### config.mk
export PLATFORM = sky130hd
export DESIGN_NAME = trap_csr_unit
export DESIGN_NICKNAME = d
export VERILOG_FILES = /design/src/rtl/trap_csr_pkg.sv /design/src/rtl/csr_decode.sv /design/src/rtl/priv_stack.sv /design/src/rtl/csr_word_reg.sv /design/src/rtl/trap_csr_unit.sv
export SDC_FILE = /design/constraint.sdc
export NUM_CORES = 1
export LEC_CHECK = 0
export ABC_CLOCK_PERIOD_IN_PS = 3300
export BUFFER_PORTS_ARGS = -buffer_cell sky130_fd_sc_hd__buf_2
export CAP_MARGIN = 0
export CORE_MARGIN = 3
export CORE_UTILIZATION = 51
export DETAILED_ROUTE_END_ITERATION = 12
export PLACE_DENSITY = 0.88
export SYNTH_ARGS = -nofsm -noshare
export SYNTH_HDL_FRONTEND = slang
export SYNTH_SLANG_ARGS = --single-unit
### constraint.sdc
create_clock -name clk -period 3.3 [get_ports clk]
set_input_delay 0.495 -clock clk [delete_from_list [all_inputs] [get_ports clk]]
set_output_delay 0.495 -clock clk [all_outputs]
set_load 0.1 [all_outputs]
### src/rtl/trap_csr_pkg.sv
// Shared constants, indices and stack helpers for the trap and CSR unit.
// Assumes a four-level privilege/enable stack of three bits per level.
package trap_csr_pkg;
    localparam int LEVELS   = 4;
    localparam int LVL_W    = 3;
    localparam int STACK_W  = LEVELS * LVL_W;
    localparam int ADDR_W   = 12;
    localparam int NUM_CSR  = 4;

    // Register indices inside the address map
    localparam int IDX_STATUS  = 0;
    localparam int IDX_SCRATCH = 1;
    localparam int IDX_EPC     = 2;
    localparam int IDX_CAUSE   = 3;

    localparam logic [1:0] PRIV_USER = 2'd0;
    localparam logic [1:0] PRIV_MACH = 2'd3;

    // One level: {enable, privilege}
    localparam logic [LVL_W-1:0] LVL_MACH_OFF = {1'b0, PRIV_MACH};
    localparam logic [LVL_W-1:0] LVL_USER_ON  = {1'b1, PRIV_USER};

    localparam logic [STACK_W-1:0] STACK_RESET = {{(STACK_W-LVL_W){1'b0}}, LVL_MACH_OFF};

    localparam int CAUSE_ILLEGAL = 2;
endpackage

### src/rtl/csr_decode.sv
// Address decoder: compares the access address against the packed
// address map and flags whether it names an implemented register.
// Assumes map entries are distinct.
module csr_decode
    import trap_csr_pkg::*;
#(
    parameter logic [NUM_CSR*ADDR_W-1:0] ADDR_MAP = {12'h342, 12'h341, 12'h340, 12'h300}
) (
    input  logic [ADDR_W-1:0]  addr,
    output logic [NUM_CSR-1:0] hit,
    output logic               legal
);
    // One comparator per implemented register
    for (genvar i = 0; i < NUM_CSR; i++) begin : g_cmp
        assign hit[i] = (addr == ADDR_MAP[i*ADDR_W +: ADDR_W]);
    end

    // Any match makes the access legal
    assign legal = |hit;
endmodule

### src/rtl/priv_stack.sv
// Privilege/enable stack held in the status register. Push on trap,
// pop on return, otherwise software write. Priority push > pop > write.
// Assumes level 0 sits in the least significant bits.
module priv_stack
    import trap_csr_pkg::*;
(
    input  logic               clk,
    input  logic               rst_n,
    input  logic               push,
    input  logic               pop,
    input  logic               wr_en,
    input  logic [STACK_W-1:0] wr_data,
    output logic [STACK_W-1:0] stack_q
);
    logic [STACK_W-1:0] pushed;
    logic [STACK_W-1:0] popped;

    // Per-level neighbour selection for shift up and shift down
    for (genvar g = 0; g < LEVELS; g++) begin : g_lvl
        if (g == 0) begin : g_bot
            assign pushed[g*LVL_W +: LVL_W] = LVL_MACH_OFF;
        end else begin : g_up
            assign pushed[g*LVL_W +: LVL_W] = stack_q[(g-1)*LVL_W +: LVL_W];
        end
        if (g == LEVELS-1) begin : g_top
            assign popped[g*LVL_W +: LVL_W] = LVL_USER_ON;
        end else begin : g_dn
            assign popped[g*LVL_W +: LVL_W] = stack_q[(g+1)*LVL_W +: LVL_W];
        end
    end

    // Status register update in priority order
    always_ff @(posedge clk) begin
        if (!rst_n)      stack_q <= STACK_RESET;
        else if (push)   stack_q <= pushed;
        else if (pop)    stack_q <= popped;
        else if (wr_en)  stack_q <= wr_data;
    end
endmodule

### src/rtl/csr_word_reg.sv
// Full-width CSR with a trap load port that overrides a software write.
// Assumes the trap load and write strobes are single-cycle.
module csr_word_reg #(
    parameter int W = 32
) (
    input  logic         clk,
    input  logic         rst_n,
    input  logic         wr_en,
    input  logic [W-1:0] wr_data,
    input  logic         trap_ld,
    input  logic [W-1:0] trap_data,
    output logic [W-1:0] q
);
    // Register update, trap first
    always_ff @(posedge clk) begin
        if (!rst_n)       q <= '0;
        else if (trap_ld) q <= trap_data;
        else if (wr_en)   q <= wr_data;
    end
endmodule

### src/rtl/trap_csr_unit.sv
// Machine-mode trap and CSR unit. Decodes CSR accesses, sequences trap
// entry and return, and drives the fetch redirect combinationally.
// Assumes strobes are one-cycle pulses. An external trap outranks an
// illegal-access trap raised in the same cycle.
module trap_csr_unit
    import trap_csr_pkg::*;
#(
    parameter int          XLEN         = 32,
    parameter logic [11:0] ADDR_STATUS  = 12'h300,
    parameter logic [11:0] ADDR_SCRATCH = 12'h340,
    parameter logic [11:0] ADDR_EPC     = 12'h341,
    parameter logic [11:0] ADDR_CAUSE   = 12'h342,
    parameter int          HANDLER_BASE = 'h100,
    parameter int          VEC_STRIDE   = 'h40
) (
    input  logic            clk,
    input  logic            rst_n,
    input  logic            csr_en,
    input  logic            csr_we,
    input  logic [11:0]     csr_addr,
    input  logic [XLEN-1:0] csr_wdata,
    input  logic [XLEN-1:0] csr_pc,
    output logic [XLEN-1:0] csr_rdata,
    input  logic            trap_valid,
    input  logic [XLEN-1:0] trap_cause,
    input  logic [XLEN-1:0] trap_pc,
    input  logic            eret,
    output logic            redirect_valid,
    output logic [XLEN-1:0] redirect_pc,
    output logic [1:0]      cur_priv,
    output logic            cur_ie
);
    localparam logic [NUM_CSR*ADDR_W-1:0] MAP =
        {ADDR_CAUSE, ADDR_EPC, ADDR_SCRATCH, ADDR_STATUS};

    logic [NUM_CSR-1:0] hit;
    logic               legal;
    logic               illegal_acc;
    logic               take_trap;
    logic               wr_ok;
    logic [XLEN-1:0]    sel_trap_pc;
    logic [XLEN-1:0]    sel_trap_cause;
    logic [XLEN-1:0]    vector_pc;
    logic [STACK_W-1:0] status_q;
    logic [XLEN-1:0]    scratch_q;
    logic [XLEN-1:0]    epc_q;
    logic [XLEN-1:0]    cause_q;

    csr_decode #(.ADDR_MAP(MAP)) u_dec (
        .addr  (csr_addr),
        .hit   (hit),
        .legal (legal)
    );

    // Trap source selection: external trap outranks illegal access
    assign illegal_acc    = csr_en & ~legal;
    assign take_trap      = trap_valid | illegal_acc;
    assign wr_ok          = csr_en & csr_we & legal;
    assign sel_trap_pc    = trap_valid ? trap_pc : csr_pc;
    assign sel_trap_cause = trap_valid ? trap_cause : XLEN'(CAUSE_ILLEGAL);

    priv_stack u_stack (
        .clk     (clk),
        .rst_n   (rst_n),
        .push    (take_trap),
        .pop     (eret),
        .wr_en   (wr_ok & hit[IDX_STATUS]),
        .wr_data (csr_wdata[STACK_W-1:0]),
        .stack_q (status_q)
    );

    csr_word_reg #(.W(XLEN)) u_scratch (
        .clk       (clk),
        .rst_n     (rst_n),
        .wr_en     (wr_ok & hit[IDX_SCRATCH]),
        .wr_data   (csr_wdata),
        .trap_ld   (1'b0),
        .trap_data ('0),
        .q         (scratch_q)
    );

    csr_word_reg #(.W(XLEN)) u_epc (
        .clk       (clk),
        .rst_n     (rst_n),
        .wr_en     (wr_ok & hit[IDX_EPC]),
        .wr_data   (csr_wdata),
        .trap_ld   (take_trap),
        .trap_data (sel_trap_pc),
        .q         (epc_q)
    );

    csr_word_reg #(.W(XLEN)) u_cause (
        .clk       (clk),
        .rst_n     (rst_n),
        .wr_en     (wr_ok & hit[IDX_CAUSE]),
        .wr_data   (csr_wdata),
        .trap_ld   (take_trap),
        .trap_data (sel_trap_cause),
        .q         (cause_q)
    );

    // Current mode is the bottom stack level
    assign cur_priv = status_q[1:0];
    assign cur_ie   = status_q[2];

    // Handler entry depends on the mode the trap is taken from
    assign vector_pc = XLEN'(HANDLER_BASE) + XLEN'(cur_priv) * XLEN'(VEC_STRIDE);

    // Redirect: trap vector beats return target
    assign redirect_valid = take_trap | eret;
    assign redirect_pc    = take_trap ? vector_pc : epc_q;

    // Read mux returning the pre-write value
    always_comb begin
        csr_rdata = '0;
        if (csr_en) begin
            unique case (1'b1)
                hit[IDX_STATUS]:  csr_rdata = XLEN'(status_q);
                hit[IDX_SCRATCH]: csr_rdata = scratch_q;
                hit[IDX_EPC]:     csr_rdata = epc_q;
                hit[IDX_CAUSE]:   csr_rdata = cause_q;
                default:          csr_rdata = '0;
            endcase
        end
    end
endmodule

[After elaboration in Yosys (flattened, before gate mapping)]
Index checks and enable logic that the tools add are counted.
Storage, ports and cells
  register bits after elaboration: 108
  input port bits: 146
  word-level logic and storage cells: 39
Cells by class
  add/subtract/negate cells: 1
  equality and inequality tests: 4
  muxes and demuxes: 12
  bitwise gates (word level): 11
  reduce and logical (&&, ||, !) cells: 6
Operators with widths (number)
  $mux W32: 8
  $pmux W32 S4: 1
  $eq A12 B10 Y1 const B: 4
  $mux W12: 3
  $add A9 B8 Y10 const A: 1
  $and A1 B1 Y1: 7
  $reduce_bool A2 Y1: 3
  $reduce_or A4 Y1: 1
  $reduce_bool A3 Y1: 1
  $not A1 Y1: 2
  $or A1 B1 Y1: 2
  $reduce_or A2 Y1: 1

[Depth between registers and ports, before layout]
  word-level depth: 7
  gate-level depth with buffers: 7
  depth with buffers taken out: 5

[By module]
Synthesis repeated with hierarchy kept, for this count alone.
Unflattened totals
  cells, all modules: 723
  area, all modules: 7577.3 µm²
Modules (own cells, without submodules)
  csr_word_reg: times used 3, cells each 141, area each 1778.0 µm², sequential area each 640.6 µm²
  trap_csr_unit: times used 1, cells each 209, area each 1514.0 µm², sequential area each 0.0 µm²
  priv_stack: times used 1, cells each 80, area each 645.6 µm², sequential area each 240.2 µm²
  csr_decode: times used 1, cells each 11, area each 83.8 µm², sequential area each 0.0 µm²

[Worst setup path after synthesis]
Ideal clock, no wire load.
  kind: input port to output port
  from: in csr_addr[10]
  to: out csr_rdata[22]
  data arrival time: 3.302 ns
  path slack: -0.497 ns
  stages: 6
  path buffers: 1
  cell sequence: or4_4 > nor3_1 > and2_1 > clkbuf_1 > a222oi_1 > nor2_1
On the way
  word-level cells in the longest chain between the ends: 3
RTL lines
  from (decl): line trap_csr_unit.sv:20  | input logic [11:0] csr_addr,
  $eq A12 B10 Y1: line csr_decode.sv:15  | assign hit[i] = (addr == ADDR_MAP[i*ADDR_W +: ADDR_W]);
  $pmux W32 S4 *: line trap_csr_unit.sv:117  | unique case (1'b1)
  $mux W32 *: line trap_csr_unit.sv:116  | if (csr_en) begin
  to (decl): line trap_csr_unit.sv:23  | output logic [XLEN-1:0] csr_rdata,
Mark *: on every way between the ends. The rest lies on a longest branch, timed or not.

[Worst setup path in the final report]
  from: in csr_addr[10]
  to: out redirect_valid
On the way
  word-level cells in the longest chain between the ends: 6
RTL lines
  $eq A12 B10 Y1: line csr_decode.sv:15
  $reduce_or A4 Y1 *: line csr_decode.sv:19  | assign legal = |hit;
  $not A1 Y1 *: line trap_csr_unit.sv:56  | assign illegal_acc = csr_en & ~legal;
  $and A1 B1 Y1 *: line trap_csr_unit.sv:56
  $or A1 B1 Y1 *: line trap_csr_unit.sv:57  | assign take_trap = trap_valid | illegal_acc;
  $or A1 B1 Y1 *: line trap_csr_unit.sv:110  | assign redirect_valid = take_trap | eret;
  to (decl): line trap_csr_unit.sv:28  | output logic redirect_valid,
Marks and branches as above.

==> flow_summary.ini <==
[synthesis]
synthFlopType = dfxtp_1
synth_top_area_frac = 0.352
synth_area_leader_cell = dfxtp_1
netlist_instances = 659
synth.distinct_cells = 49
yosysSeqAreaShare = 0.352
synthArstFlopShare = 0
synth.net_count = 805
synth_common_cells = dfxtp_1, nor2_1, and2_1, mux2i_1, clkbuf_1
synth-edff-count = 0
synth_area_um2 = 6140
yosysMostFrequentCell = dfxtp_1
yosysWarningCount = 0
avgSynthCellArea_um2 = 9.31
ys_ff_latch = 108
synth.area.top_cells = dfxtp_1, mux2i_1, and2_1

[clock_tree]
clkTransAtPathRegs_ns = 0.07
cts_setup_buffers = 0
ctsResizeCount = 0
cts-buffers-inserted = 9
worstSkewPairLatency_ns = 0.35
cts_root_buffer = clkbuf_16
htreeDepth = 3
cts_hold_buffers = 0
cts_buffer_depth = 2
cts_tree = yes
clock_sinks = 108

[detailed_routing]
num_vias = 6336
dr.pass1.iters = 7
viasPerCell = 6.41
wl_per_cell_um = 21.8
first_iter_violations = 659
ant_nets = 0
drt-total-wl_um = 21500
drc = 0

[setup_path]
crit_start = csr_addr[10]
required_ns = 2.80
worst-path-max-fanout = 50
timing.rr.start = u_epc.q[8]$_SDFFE_PN0P_
path_class = input pin to output pin
critPathLaunchType = input pin
cp-end-kind = output pin
cp.arrival_ns = 2.51

[placement]
io_buffers = 213
gp_congestion = 0.851
hpwlAfterDp_um = 14800

[worst_hold_path]
worstHoldStart = trap_pc[8]
hp-class = input pin to flip-flop

[timing]
fmax_mhz = 333
worst_slew_margin_rel = 0.291
drv_slew = 0
tns_ns = 0
min_period_ns = 3.00
grt_setup_unrepaired = no
finalCritPeriodShare = 0.910
skew_ns = 0.00374
setup_viol = 0
hold_violations = 0
worst_pin_slew_ns = 1.06

[grt]
grt_pass1_vias = 6429
antenna_found_initial = 5
grt_overflow = 0
grt_pass1_wl_um = 33100
track_usage = 0.314
grt_max_degree = 52

[power]
power.density_nw_per_um2 = 356
ir_worst_vdd_mv = 0.231
p_total_mw = 3.10
p_leak_nw = 3.35

[floorplan]
rows = 39
core-area_um2 = 11600
dieWidth_um = 116
die_area_um2 = 13400
io_pins = 214
initial_core_util = 0.531
die-height_um = 116

[outcome]
status = completed

[final_layout]
nets = 984
syn_to_final_growth_pct = 41.6
drive_gt1_frac = 0.402
fillers = 769

[job]
drv_cap = 0
## worst max-delay path: stages
cell      delay [ns]
buf_2           0.11
or4_4           0.60
o41ai_4         0.39
and2b_4         0.24
buf_12          0.24
nand2b_1        0.10
buf_2           0.30
## kinds of logic (layout without fill, tap and decap cells)
| logic type | count (synthesis) | after routing | share of synthesized area |
|---|---|---|---|
| muxes | 65 | 65 | 0.108 |
| and+or+nand+nor | 206 | 206 | 0.190 |
| other | 0 | 2 | 0 |
| buffers and inverters | 74 | 258 | 0.0583 |
| DFF | 108 | 108 | 0.352 |
| AOI/OAI and AO/OA | 206 | 206 | 0.291 |
## power by group
part / internal, mW / leakage [nW] / switching (mW)
logic: 0.245 / 2.32 / 0.333
registers: 1.37 / 0.887 / 0.0517
clock network: 0.593 / 0.142 / 0.508
## area by class of cell
type                            count  area (um^2)  area share
Inverter                            2         7.51    0.000864
Timing Repair Buffer              240         2250       0.259
Multi-Input combinational cell    477         3780       0.435
Sequential cell                   108         2160       0.249
Clock inverter                      7         76.3     0.00878
Clock buffer                        9          225      0.0259
Tap cell                          143          179      0.0206
Antenna cell                        2         5.00    0.000576
## state kept, by name (all words and copies together) (netlist names)
| register | count |
|---|---|
| u_stack.stack_q | 12 |
| u_scratch.q | 32 |
| u_cause.q | 32 |
| u_epc.q | 32 |
## worst paths after layout
kind / endpoint / cells past startpoint / slack (ns)
setup / recovery: redirect_valid / 7 / 0.30
hold / removal: u_epc.q[8]$_SDFFE_PN0P_ / 2 / 0.38
setup reg to reg: u_epc.q[8]$_SDFFE_PN0P_ / 3 / 2.16
hold reg to reg: u_epc.q[14]$_SDFFE_PN0P_ / 1 / 0.49
## placed cells by master (no fill, tap or decap), drive strengths merged, types with 9 or more instances in the layout
cell type,count
dfxtp,108
a211oi,41
nor2b,12
clkbuf,9
buf,240
mux2,10
nand2,10
nor3b,20
o221a,32
a22o,12
nor2,68
a222oi,32
o21a,31
nand3,10
and2,61
o2bb2ai,20
o21ai,27
mux2i,55
## per-stage QoR
stage	hold slack, ns	cell area (um^2)	setup WS, ns	utilization	std cells
after detailed placement	0.468	8380	0.328	0.725	970
after floorplan	0.446	6290	-0.394	-	659
final	0.383	8690	0.296	0.751	988
after global placement	0.471	8380	0.339	0.725	970
after CTS	0.383	8690	0.319	0.751	986
after global routing	0.391	8690	0.221	0.751	988
## layer usage
| metal | wire length, um | vias up | global-route usage |
|---|---|---|---|
| met1 | 8150 | 3065 | 0.359 |
| li1 | - | 2871 | - |
| met2 | 11100 | 347 | 0.561 |
| met3 | 1740 | 47 | 0.0768 |
| met4 | 480 | 6 | 0.126 |
| met5 | 35 | - | 0 |
Power figures use the tool's default switching activity.
